**src/rtl/irq_accept_pkg.sv**
```systemverilog
package irq_accept_pkg;

    localparam int NSRC      = 6;
    localparam int VBL_LEVEL = 4;

    typedef enum int {
        SRC_VBL = 0,
        SRC_TM0 = 1,
        SRC_TM1 = 2,
        SRC_TM2 = 3,
        SRC_TM3 = 4,
        SRC_RX  = 5
    } src_e;

    // vector table index of each source
    function automatic int src_vector(input int s);
        case (s)
            SRC_VBL: return 5;
            SRC_TM0: return 7;
            SRC_TM1: return 8;
            SRC_TM2: return 9;
            SRC_TM3: return 10;
            default: return 12;
        endcase
    endfunction

    // DMA trigger code of each source
    function automatic int src_code(input int s);
        case (s)
            SRC_VBL: return 'h0B;
            SRC_TM0: return 'h10;
            SRC_TM1: return 'h11;
            SRC_TM2: return 'h12;
            SRC_TM3: return 'h13;
            default: return 'h19;
        endcase
    endfunction

endpackage

```
**src/rtl/irq_level_gate.sv**
```systemverilog
module irq_level_gate
    import irq_accept_pkg::*;
#(
    parameter int LVL_W = 3,
    parameter int REG_W = 8
) (
    input  logic [LVL_W-1:0] mask_i,
    input  logic [REG_W-1:0] lvl_t01_i,
    input  logic [REG_W-1:0] lvl_t23_i,
    input  logic [REG_W-1:0] lvl_rx_i,
    input  logic             rx_disable_i,
    output logic [NSRC-1:0]  ok_o
);
    localparam int HI_LSB = REG_W / 2;

    for (genvar s = 0; s < NSRC; s++) begin : g_src
        if (s == SRC_VBL) begin : g_fixed
            assign ok_o[s] = (32'(mask_i) <= VBL_LEVEL);
        end else if (s == SRC_RX) begin : g_rx
            assign ok_o[s] = !rx_disable_i && (mask_i <= lvl_rx_i[LVL_W-1:0]);
        end else begin : g_tmr
            // timers 0/1 share one register, 2/3 the other; odd timer in upper field
            localparam int LSB = (((s - 1) % 2) == 1) ? HI_LSB : 0;
            logic [REG_W-1:0] reg_sel;
            assign reg_sel  = (s <= SRC_TM1) ? lvl_t01_i : lvl_t23_i;
            assign ok_o[s]  = (mask_i <= reg_sel[LSB +: LVL_W]);
        end
    end

endmodule

```
**src/rtl/irq_pick.sv**
```systemverilog
module irq_pick #(
    parameter int N = 6
) (
    input  logic [N-1:0] cand_i,
    output logic [N-1:0] grant_o,
    output logic         any_o
);
    always_comb begin
        grant_o = '0;
        any_o   = 1'b0;
        for (int i = 0; i < N; i++) begin
            if (cand_i[i] && !any_o) begin
                grant_o[i] = 1'b1;
                any_o      = 1'b1;
            end
        end
    end

endmodule

```
**src/rtl/dma_first_match.sv**
```systemverilog
module dma_first_match #(
    parameter int NUM_DMA = 4,
    parameter int CODE_W  = 8
) (
    input  logic [CODE_W-1:0]         code_i,
    input  logic [NUM_DMA*CODE_W-1:0] chan_codes_i,
    output logic [NUM_DMA-1:0]        hit_o
);
    logic found;

    always_comb begin
        hit_o = '0;
        found = 1'b0;
        for (int c = 0; c < NUM_DMA; c++) begin
            if (!found && chan_codes_i[c*CODE_W +: CODE_W] == code_i) begin
                hit_o[c] = 1'b1;
                found    = 1'b1;
            end
        end
    end

endmodule

```
**src/rtl/irq_accept.sv**
```systemverilog
module irq_accept
    import irq_accept_pkg::*;
#(
    parameter int ADDR_W   = 24,
    parameter int VEC_BASE = 'h6FB8,
    parameter int NUM_DMA  = 4,
    parameter int CODE_W   = 8,
    parameter int LVL_W    = 3,
    parameter int REG_W    = 8
) (
    input  logic                      clk,
    input  logic                      rst_n,
    input  logic [NSRC-1:0]           req_i,
    input  logic [REG_W-1:0]          lvl_t01_i,
    input  logic [REG_W-1:0]          lvl_t23_i,
    input  logic [REG_W-1:0]          lvl_rx_i,
    input  logic                      rx_disable_i,
    input  logic [NUM_DMA*CODE_W-1:0] dma_code_i,
    input  logic [LVL_W-1:0]          mask_i,
    output logic                      accept_o,
    output logic [LVL_W-1:0]          mask_next_o,
    output logic [ADDR_W-1:0]         vec_addr_o,
    output logic [NUM_DMA-1:0]        dma_start_o
);
    localparam logic [LVL_W-1:0] MASK_TOP = '1;

    typedef struct packed {
        logic              accept;
        logic [LVL_W-1:0]  mask;
        logic [ADDR_W-1:0] addr;
        logic [NUM_DMA-1:0] dma;
        logic [NSRC-1:0]   pend;
    } state_t;

    state_t st_d, st_q;

    logic [NSRC-1:0]    eligible, pend_all, cand, grant;
    logic               any_grant;
    logic [NSRC-1:0]    capture;
    logic [CODE_W-1:0]  sel_code;
    logic [ADDR_W-1:0]  sel_addr;
    logic [NUM_DMA-1:0] dma_hit;

    irq_level_gate #(.LVL_W(LVL_W), .REG_W(REG_W)) u_gate (
        .mask_i       (mask_i),
        .lvl_t01_i    (lvl_t01_i),
        .lvl_t23_i    (lvl_t23_i),
        .lvl_rx_i     (lvl_rx_i),
        .rx_disable_i (rx_disable_i),
        .ok_o         (eligible)
    );

    irq_pick #(.N(NSRC)) u_pick (
        .cand_i  (cand),
        .grant_o (grant),
        .any_o   (any_grant)
    );

    dma_first_match #(.NUM_DMA(NUM_DMA), .CODE_W(CODE_W)) u_dma (
        .code_i       (sel_code),
        .chan_codes_i (dma_code_i),
        .hit_o        (dma_hit)
    );

    always_comb begin
        // a disabled receive source never latches its request
        capture         = req_i;
        capture[SRC_RX] = req_i[SRC_RX] & ~rx_disable_i;
        pend_all        = st_q.pend | capture;
        cand            = pend_all & eligible;

        sel_code = '0;
        sel_addr = '0;
        for (int s = 0; s < NSRC; s++) begin
            if (grant[s]) begin
                sel_code = CODE_W'(src_code(s));
                sel_addr = ADDR_W'(VEC_BASE + 4 * src_vector(s));
            end
        end

        st_d        = st_q;
        st_d.accept = any_grant;
        st_d.pend   = pend_all & ~grant;
        st_d.mask   = '0;
        st_d.addr   = '0;
        st_d.dma    = '0;
        if (any_grant) begin
            st_d.mask = (mask_i == MASK_TOP) ? MASK_TOP : mask_i + 1'b1;
            st_d.addr = sel_addr;
            st_d.dma  = dma_hit;
        end
    end

    always_ff @(posedge clk) begin
        if (!rst_n) st_q <= '0;
        else        st_q <= st_d;
    end

    assign accept_o    = st_q.accept;
    assign mask_next_o = st_q.mask;
    assign vec_addr_o  = st_q.addr;
    assign dma_start_o = st_q.dma;

endmodule

```
**config.mk**
```make
export PLATFORM = sky130hd
export DESIGN_NAME = irq_accept
export DESIGN_NICKNAME = d
export VERILOG_FILES = /design/src/rtl/irq_accept_pkg.sv /design/src/rtl/irq_level_gate.sv /design/src/rtl/irq_pick.sv /design/src/rtl/dma_first_match.sv /design/src/rtl/irq_accept.sv
export SDC_FILE = /design/constraint.sdc
export NUM_CORES = 1
export LEC_CHECK = 0
export ABC_AREA = 0
export BUFFER_PORTS_ARGS = -buffer_cell sky130_fd_sc_hd__buf_2
export CORE_ASPECT_RATIO = 1.75
export CORE_MARGIN = 2
export CORE_UTILIZATION = 44
export DETAILED_ROUTE_END_ITERATION = 6
export PLACE_DENSITY = 0.8
export SYNTH_ARGS = -nofsm -noshare
export SYNTH_HDL_FRONTEND = slang
export SYNTH_SLANG_ARGS = --single-unit
```
**constraint.sdc**
```tcl
create_clock -name clk -period 5.4 [get_ports clk]
set_clock_uncertainty 0.1 [all_clocks]
set_input_delay 1.08 -clock clk [delete_from_list [all_inputs] [get_ports clk]]
set_output_delay 1.08 -clock clk [all_outputs]
set_load 0.05 [all_outputs]
```
# After elaboration in Yosys (flattened, before gate mapping)
# Index checks and enable logic that the tools add are counted.
# W data, S select, Z words.
# totals
regBits	38
# classes
addsub	7
order_cmp	6
reduce_logical	19
n_mux	36
bitwise_logic	6
eq_ne	5
# op_table
operator	n
$add A16 B24 Y24 const A	6
$mux W24	6
$mux W22	6
$mux W8	5
$eq A8 B8 Y1	4
$mux W1	17
$le A3 B3 Y1	5
$and A6 B6 Y6	2
$logic_and A1 B1 Y1	9
$logic_not A1 Y1	9
$not A6 Y6	1
$or A6 B6 Y6	1
$mux W4	1
$add A3 B1 Y3 const B	1
$eq A3 B3 Y1 const B	1
$le A3 B3 Y1 const B	1
$mux W3	1
$reduce_and A2 Y1	1
$and A1 B1 Y1	1
$not A1 Y1	1

# Depth between registers and ports, before layout
# Gate-level depths: netlist (run 1).
# logic_depth
word_depth	32
mapped_depth	10
depth_no_buf	10

# Modules after synthesis
# From an unflattened synthesis (run 1), not the netlist that was laid out.
# unflattened
hier_cells	208
area_unflattened_um2	1745.4
# modules_own_cells
mod	seq_area_each_um2	cells_per_inst	n_inst	area_each_um2
irq_accept	380.4	104	1	928.4
irq_level_gate	0.0	49	1	379.1
dma_first_match	0.0	46	1	375.4
irq_pick	0.0	9	1	62.6

# Worst setup path after synthesis (run 1)
# No wires, ideal clock.
# synth_path
path_kind	input to register
startpoint	input lvl_t01_i[5]
endpoint	register st_q, in the netlist dma_start_o[1]
required_time_ns	5.185
setup_time_ns	0.115
stages	10
path_slack_ns	2.175
t_arrival_ns	3.009
path_cell_list	inv_1 > ha_1 > nor2b_4 > o21a_4 > a221o_2 > o211ai_1 > nand2_1 > a311oi_2 > nand3_1 > and3_1
# synth_via
elab_chain_len	19
elab_cells_between_ends	28
cone_classes	1 x order compare; 2 x eq/ne; 14 x mux; 1 x bitwise; 10 x reduce/logical
# synth_rtl
item	line_no	rtl
start: declaration	irq_accept.sv:14	input logic [REG_W-1:0] lvl_t01_i,
$le A3 B3 Y1 (*)	irq_level_gate.sv:26	assign ok_o[s] = (mask_i <= reg_sel[LSB +: LVL_W]);
$and A6 B6 Y6 (*)	irq_accept.sv:70	cand = pend_all & eligible;
$logic_and A1 B1 Y1 (*)	irq_pick.sv:12	if (cand_i[i] && !any_o) begin
$mux W1	irq_pick.sv:12	
$logic_not A1 Y1	irq_pick.sv:12	
$logic_and A1 B1 Y1	irq_pick.sv:12	
$mux W1	irq_pick.sv:12	
$logic_not A1 Y1	irq_pick.sv:12	
(+3 left out)	n/a	
$logic_and A1 B1 Y1	irq_pick.sv:12	
$mux W1	irq_pick.sv:12	
$mux W8	irq_accept.sv:75	if (grant[s]) begin
$eq A8 B8 Y1	dma_first_match.sv:15	if (!found && chan_codes_i[c*CODE_W +: CODE_W] == code_i) begin
$mux W1	dma_first_match.sv:15	
$logic_not A1 Y1	dma_first_match.sv:15	
$logic_and A1 B1 Y1	dma_first_match.sv:15	
$mux W1	dma_first_match.sv:15	
end signal: assignment	irq_accept.sv:96	else st_q <= st_d;
end: declaration	irq_accept.sv:35	state_t st_d, st_q;
# Every way passes the cells marked *; elsewhere a longest branch is shown, timed or not.
# A chain may end at the register's enable or synchronous reset.

# Worst setup path after layout (run 1)
# layout_path
startpoint	input mask_i[0]
endpoint	register st_q, in the netlist dma_start_o[1]
# layout_via
elab_chain_len	24
elab_cells_between_ends	42
cone_classes	6 x order compare; 2 x eq/ne; 19 x mux; 1 x bitwise; 14 x reduce/logical
# layout_rtl
item	line_no	rtl
start: declaration	irq_accept.sv:19	input logic [LVL_W-1:0] mask_i,
$le A3 B3 Y1	irq_level_gate.sv:18	assign ok_o[s] = (32'(mask_i) <= VBL_LEVEL);
$and A6 B6 Y6 (*)	irq_accept.sv:70	
$mux W1	irq_pick.sv:12	
$logic_not A1 Y1	irq_pick.sv:12	
$logic_and A1 B1 Y1	irq_pick.sv:12	
$mux W1	irq_pick.sv:12	
$logic_not A1 Y1	irq_pick.sv:12	
$logic_and A1 B1 Y1	irq_pick.sv:12	
(+8 left out)	n/a	
$logic_and A1 B1 Y1	irq_pick.sv:12	
$mux W1	irq_pick.sv:12	
$mux W8	irq_accept.sv:75	
$eq A8 B8 Y1	dma_first_match.sv:15	
$mux W1	dma_first_match.sv:15	
$logic_not A1 Y1	dma_first_match.sv:15	
$logic_and A1 B1 Y1	dma_first_match.sv:15	
$mux W1	dma_first_match.sv:15	
# Marked as above.

==> results of run 1 <==
[where the power goes]
group          switching [mW]  internal [mW]  total (mW)
clock network          0.0525         0.0515       0.104
logic                   0.156         0.0787       0.235
registers             0.00423          0.151       0.155
[area by class of cell]
cell class | instances | area (um^2)
Inverter | 17 | 63.8
Clock inverter | 1 | 5.00
Sequential cell | 19 | 380
Fill cell | 393 | 1810
Clock buffer | 3 | 41.3
Multi-Input combinational cell | 150 | 1150
Tap cell | 48 | 60.1
Timing Repair Buffer | 78 | 390
[stage by stage]
step	utilization	worst slack [ps]	total power, mW
global placement	0.525	1750	0.389
floorplan	-	2180	0.360
CTS	0.537	2000	0.498
detailed placement	0.525	1720	0.394
finish	0.537	2050	0.493
global route	0.537	1830	0.523
[sequential cells by signal, summed over array words and instances (netlist names)]
signal	flops
accept_o	1
dma_start_o	4
mask_next_o	3
st_q	6
vec_addr_o	5
[cells in the final DEF (no fill, tap or decap), types with 2 or more instances in the layout]
cell type / count
sky130_fd_sc_hd__nor3_1: 3
sky130_fd_sc_hd__o21ai_1: 2
sky130_fd_sc_hd__xor2_1: 6
sky130_fd_sc_hd__conb_1: 12
sky130_fd_sc_hd__a21oi_2: 3
sky130_fd_sc_hd__nor4_2: 3
sky130_fd_sc_hd__nor3b_1: 2
sky130_fd_sc_hd__nor2b_1: 3
sky130_fd_sc_hd__and3_1: 2
sky130_fd_sc_hd__clkbuf_8: 3
sky130_fd_sc_hd__o21ai_0: 11
sky130_fd_sc_hd__ha_1: 17
sky130_fd_sc_hd__buf_2: 78
sky130_fd_sc_hd__dfxtp_1: 19
sky130_fd_sc_hd__xnor2_1: 4
sky130_fd_sc_hd__a21oi_1: 9
sky130_fd_sc_hd__inv_1: 17
sky130_fd_sc_hd__nor4_1: 3
sky130_fd_sc_hd__nand3_1: 7
sky130_fd_sc_hd__o21a_1: 4
sky130_fd_sc_hd__nand2_1: 11
sky130_fd_sc_hd__nor2_1: 13
sky130_fd_sc_hd__o21ai_2: 2
[metal layers]
metal,track usage,wire (um),part of all wire,up-vias
met4,0.103,123,0.032,0
li1,-,-,-,818
met3,0.0220,229,0.059,9
met5,0,0,0,-
met1,0.157,1370,0.35,714
met2,0.342,2150,0.55,62
[logic make-up after synthesis]
logic type                 count (synthesis)  synth area share
other                                      1           0.00208
xor gates and xnor gates                  10            0.0486
muxes                                      1           0.00556
buffers and inverters                     49             0.171
and+or+nand+nor                           57             0.186
DFF                                       19             0.211
adders and majority gates                 17             0.118
AOI/OAI and AO/OA                         53             0.258
[how the worst max path moves through the flow]
| stage | from | endpoint | slack, ps | cells past startpoint |
|---|---|---|---|---|
| after floorplan | lvl_t01_i[5] | dma_start_o[1] | 2180 | 10 |
| after global placement | mask_i[0] | dma_start_o[1] | 1750 | 10 |
| after detailed placement | mask_i[0] | dma_start_o[1] | 1720 | 10 |
| after CTS | mask_i[0] | dma_start_o[1] | 2000 | 10 |
| after global routing | mask_i[0] | dma_start_o[1] | 1830 | 10 |
| final | mask_i[0] | dma_start_o[1] | 2050 | 10 |
[worst register-to-register path: cells and delay by family, from the launching register on]
family	cells	cell delay [ps]
simple gates	3	930
compound gates	3	700
flops	1	330
==> flow_summary.yaml, run 1 <==
status:
  status: "complete, no violations"
sta:
  setup_violations: 0
  final.period_utilization: 0.621
  grt_setup_unrepaired: "false"
  period_needed_ps: 3350
  final_max_slew_viol_count: 0
  max_fclk_mhz: 298
  setup_total_negative_slack_ps: 0
  maxSlewHeadroom: 0.590
  worst_slew_pin_slew_ps: 610
  whs_ps: 439
  final-hold-violation-count: 0
floorplan:
  ioPinCount: 100
  placeableCoreArea_mm2: 0.00390
  die_outline_area_mm2: 0.00464
  die_height_um: 88.7
  chipWidth_um: 52.4
  initial_core_util: 0.462
  core.rowCount: 30
logic_synthesis:
  synth_cells: 207
  yosys_most_used_dff: "sky130_fd_sc_hd__dfxtp_1"
  top_cells_by_instance_count_after_synthesis: "31 x sky130_fd_sc_hd__buf_4, 19 x sky130_fd_sc_hd__dfxtp_1, 17 x sky130_fd_sc_hd__ha_1, 17 x sky130_fd_sc_hd__inv_1, 13 x sky130_fd_sc_hd__nor2_1"
  synth-warning-count: 0
  async_flop_share: 0
  synth_area_per_cell_um2: 8.70
  synth_top_area_cell: "sky130_fd_sc_hd__dfxtp_1"
  synth_edf_count: 0
  ys_ff_latch: 19
  syn_area_mm2: 0.00180
  synth_largest_type_area_fraction: 0.211
  synth_area_leaders: "sky130_fd_sc_hd__dfxtp_1 21%, sky130_fd_sc_hd__buf_4 13%, sky130_fd_sc_hd__ha_1 12%"
  synth-seq-area-share: 0.211
  synthDistinctLibCells: 56
  synthMostInstantiatedCell: "sky130_fd_sc_hd__buf_4"
job:
  timing.max_cap.violations: 0
clock_tree:
  cts.sink_count: 19
  cts-buffers-inserted: 3
  tritoncts: "done"
  cts_repair_resizes: 0
  cts.path.max_buffers: 2
  holdBufCountCts: 0
  clk-insertion-delay-late_ps: 260
  ctsRootBufferMaster: "sky130_fd_sc_hd__clkbuf_8"
  cts.repair_timing.setup_buffer_count: 0
  cts.htree.levels: 1
  path_clk_slew_ps: 80
critical_path:
  slowest_delay_ps: 610
  critical-path-top-delay-family: "simple AND/OR/NAND/NOR gates"
  timing.critical_path.cells: "buf_2 -> inv_1 -> ha_1 -> a31oi_2 -> a21oi_2 -> nor4_2 -> a21oi_1 -> a311oi_2 -> nand3_1 -> and3_1"
  ff2ff_path_depth: 6
  critical_path_class: "input pin to flip-flop"
  setup.worst_path.start_class: "input pin"
  r2r_setup_slack_ps: 3220
  rr_startpoint: "st_q[0]"
  timing.critical_path.arrival_ps: 3410
  worst_setup_path_end_kind: "flip-flop"
  worst_r2r_endpoint: "dma_start_o[1]"
  crit_buf_inv: 2
  cp_data_required_time_ps: 5460
  timing.critical_path.fanout_max: 6
  critical-path-slowest-cell: "sky130_fd_sc_hd__nor4_2"
grt:
  grt_pass1_vias: 1501
  antenna_found_initial: 0
  gr-usage-all-layers: 0.173
  overflow: 0
  pin_count_of_the_biggest_net_entering_global_routing: 12
  grt_pass1_wl_um: 6040
min_path:
  worstHoldPathType: "flip-flop to flip-flop"
  worstHoldStart: "st_q[4]"
  worstHoldPathCells: 2
  hold_end: "st_q[4]"
place:
  placed_cells: 312
  replace_congestion: 0.877
  placement.cell_area_mm2: 0.00205
  dp_hpwl_um: 3300
  portBuffers: 78
power:
  ir_drop_mv: 0.136
  power_per_cell_area_mw_per_mm2: 235
  power.leakage_nw: 1.03
drt:
  routed_vias: 1603
  drt-vias-per-instance: 5.07
  route.antenna.remaining_nets: 0
  detailedRoute.firstPassIterationCount: 4
  drt_wl_total_um: 3880
  drt_drc_violations_left: 0
  per_cell_routed_wire_length_um: 12.3
  dr.first_iter.drc_count: 21
cells_and_area:
  final_layout_size_suffix_gt1_frac: 0.403
  layout.nets: 354
  antenna-diode-count: 0
  postLayoutCellArea_mm2: 0.00210
  layout.cells.non_filler: 316
  area_growth_syn_to_layout_pct: 16.3
(Power assumes the default switching activity.)
==> inputs of run 2 (changes only) <==
--- a/config.mk
+++ b/config.mk
@@ -5,13 +5,13 @@
 export SDC_FILE = /design/constraint.sdc
 export NUM_CORES = 1
 export LEC_CHECK = 0
-export ABC_AREA = 0
+export ABC_AREA = 1
 export BUFFER_PORTS_ARGS = -buffer_cell sky130_fd_sc_hd__buf_2
 export CORE_ASPECT_RATIO = 1.75
 export CORE_MARGIN = 2
 export CORE_UTILIZATION = 44
 export DETAILED_ROUTE_END_ITERATION = 6
-export PLACE_DENSITY = 0.8
+export PLACE_DENSITY = 0.81
 export SYNTH_ARGS = -nofsm -noshare
 export SYNTH_HDL_FRONTEND = slang
 export SYNTH_SLANG_ARGS = --single-unit
==> constraint.sdc (replaced) <==
create_clock -name clk -period 3.2 [get_ports clk]
set_clock_uncertainty 0.1 [all_clocks]
set_input_delay 0.64 -clock clk [delete_from_list [all_inputs] [get_ports clk]]
set_output_delay 0.64 -clock clk [all_outputs]
set_load 0.05 [all_outputs]
==> flow_summary.yaml, run 2 <==
status:
  status: "complete, no violations"
critical_path:
  critical_path_class: "input pin to flip-flop"
  timing.critical_path.arrival_ps: 2530
  setup.worst_path.start_class: "input pin"
  rr_startpoint: "st_q[0]"
  critical-path-slowest-cell: "sky130_fd_sc_hd__ha_1"
  timing.critical_path.fanout_max: 9
  timing.critical_path.cells: "buf_2 -> ha_1 -> a21oi_1 -> nand2_1 -> nand2_1 -> nand2_2 -> nand2_4 -> nor2_1 -> nor2_2 -> nand2_1 -> nand2_1 -> nand2_1 -> nor2_1 -> nand2_2 -> nand2_1 -> nor2_1"
  critical_path.endpoint: "dma_start_o[2]"
  worst_setup_path_end_kind: "flip-flop"
  worst_r2r_endpoint: "dma_start_o[2]"
  worst_path_most_repeated_cell: "sky130_fd_sc_hd__nand2_1"
  worstSetupStartpoint: "mask_i[2]"
  r2r_setup_slack_ps: 1350
  cp_data_required_time_ps: 3250
  ff2ff_path_depth: 12
  slowest_delay_ps: 330
logic_synthesis:
  synth_cells: 256
  async_flop_share: 0
  synth_top_area_cell: "sky130_fd_sc_hd__dfxtp_1"
  top_cells_by_instance_count_after_synthesis: "44 x sky130_fd_sc_hd__nand2_1, 38 x sky130_fd_sc_hd__inv_1, 31 x sky130_fd_sc_hd__buf_4, 27 x sky130_fd_sc_hd__nor2_1, 26 x sky130_fd_sc_hd__nand3_1"
  synth_area_leaders: "sky130_fd_sc_hd__dfxtp_1 22%, sky130_fd_sc_hd__buf_4 13%, sky130_fd_sc_hd__ha_1 12%"
  synth_area_per_cell_um2: 6.88
  synth-warning-count: 0
  syn_area_mm2: 0.00176
  yosys_most_used_dff: "sky130_fd_sc_hd__dfxtp_1"
  synth_largest_type_area_fraction: 0.216
  synthMostInstantiatedCell: "sky130_fd_sc_hd__nand2_1"
  synthDistinctLibCells: 33
  ys_ff_latch: 19
  synth-seq-area-share: 0.216
  synth_edf_count: 0
place:
  replace_congestion: 0.784
  placement.setup.worst_slack_ps: 453
  dp_hpwl_um: 3260
  placed_cells: 362
  portBuffers: 78
  placement.cell_area_mm2: 0.00202
grt:
  grt_pass1_wl_um: 6020
  overflow: 0
  pin_count_of_the_biggest_net_entering_global_routing: 12
  antenna_found_initial: 0
  gr-usage-all-layers: 0.171
  grt_pass1_vias: 1592
sta:
  whs_ps: 396
  final.period_utilization: 0.775
  period_needed_ps: 2480
  max_fclk_mhz: 403
  setup_total_negative_slack_ps: 0
  grt_setup_unrepaired: "false"
  final-hold-violation-count: 0
  setup_violations: 0
  postLayoutSetupSlackWorst_ps: 719
  final_max_slew_viol_count: 0
drt:
  drt_drc_violations_left: 0
  dr.first_iter.drc_count: 34
  per_cell_routed_wire_length_um: 10.0
  drt_wl_total_um: 3670
  routed_vias: 1682
  route.antenna.remaining_nets: 0
  drt-vias-per-instance: 4.60
  detailedRoute.firstPassIterationCount: 4
min_path:
  worstHoldStart: "st_q[4]"
  worstHoldPathType: "flip-flop to flip-flop"
power:
  power.leakage_nw: 1.24
  ir_drop_mv: 0.187
  power_per_cell_area_mw_per_mm2: 387
clock_tree:
  cts_repair_resizes: 0
  clk-insertion-delay-late_ps: 250
  cts.path.max_buffers: 2
  holdBufCountCts: 0
  cts.sink_count: 19
  cts.repair_timing.setup_buffer_count: 0
  tritoncts: "done"
  ctsRootBufferMaster: "sky130_fd_sc_hd__clkbuf_8"
  cts-buffers-inserted: 3
  path_clk_slew_ps: 70
  cts.htree.levels: 1
floorplan:
  core.rowCount: 30
  initial_core_util: 0.455
  die_outline_area_mm2: 0.00454
  chipWidth_um: 51.8
  placeableCoreArea_mm2: 0.00387
  ioPinCount: 100
  die_height_um: 87.7
cells_and_area:
  layout.nets: 404
  final_layout_size_suffix_gt1_frac: 0.333
  final_cell_mix: "78 x sky130_fd_sc_hd__buf_2, 44 x sky130_fd_sc_hd__nand2_1, 38 x sky130_fd_sc_hd__inv_1"
  top_register: "st_q"
  area_growth_syn_to_layout_pct: 17.1
  layout.cells.non_filler: 366
  largest_register_ffs: 6
  layout.cells.most_common: "sky130_fd_sc_hd__buf_2"
  antenna-diode-count: 0
  postLayoutCellArea_mm2: 0.00206
job:
  timing.max_cap.violations: 0
-- run 2: cell count changes in the layout (fill, tap and decap cells not counted), moves of 4 or more --
cell	previous run	this run
sky130_fd_sc_hd__o21a_1	4	0
sky130_fd_sc_hd__inv_1	17	38
sky130_fd_sc_hd__nor2_2	0	5
sky130_fd_sc_hd__nand3_1	7	26
sky130_fd_sc_hd__nor2_1	13	27
sky130_fd_sc_hd__nand2_1	11	44
sky130_fd_sc_hd__o21ai_0	11	4
sky130_fd_sc_hd__xnor2_1	4	0
-- run 2: worst min-delay path by stage --
stage,to,slack (ps),depth (start not counted)
2_1_floorplan,st_q[4],350,2
3_3_place_gp,st_q[4],360,2
3_5_place_dp,st_q[4],390,2
4_1_cts,st_q[4],400,2
5_1_grt,st_q[4],440,2
6_report,st_q[4],400,2
-- run 2: cell type report --
cell class / count / area [um^2]
Clock inverter: 1 / 5.00
Timing Repair Buffer: 79 / 398
Inverter: 42 / 158
Clock buffer: 3 / 41.3
Multi-Input combinational cell: 174 / 1020
Tap cell: 48 / 60.1
Fill cell: 410 / 1800
Sequential cell: 19 / 380
-- run 2: cell families (layout without fill, tap and decap cells) --
| family | Yosys count | after routing | share of synthesized area |
|---|---|---|---|
| simple gates | 121 | 121 | 0.337 |
| buf+inv | 74 | 125 | 0.228 |
| compound gates | 21 | 21 | 0.0810 |
| flops | 19 | 19 | 0.216 |
| fa+ha+maj | 17 | 17 | 0.121 |
| xor+xnor | 3 | 3 | 0.0149 |
| other cells | 1 | 12 | 0.00213 |
-- run 2: critical path, delay by kind of cell --
kind	cells	cell delay [ps]
buffers and inverters	1	160
adder cells (fa/ha/maj)	1	330
AO/OA/AOI/OAI	1	160
AND/OR/NAND/NOR	13	1260
-- run 2: per-layer routing --
metal / global-route usage / vias to the layer above / part of all wire
met4: 0.0789 / 0 / 0.027
met3: 0.00512 / 9 / 0.047
met1: 0.144 / 722 / 0.34
met5: 0 / - / 0
li1: - / 894 / -
met2: 0.374 / 57 / 0.58
-- run 2: through the flow --
stage,power (mW),utilization
global route,0.853,0.533
floorplan,0.587,-
detailed placement,0.643,0.521
CTS,0.804,0.533
finish,0.798,0.533
global placement,0.635,0.521
-- run 2: power breakdown --
group / switching [mW] / internal [mW] / total (mW) / leakage (nW)
registers: 0.00654 / 0.255 / 0.262 / 0.157
logic: 0.260 / 0.113 / 0.373 / 1.06
clock network: 0.0765 / 0.0864 / 0.163 / 0.0255
total: 0.343 / 0.455 / 0.798 / 1.24
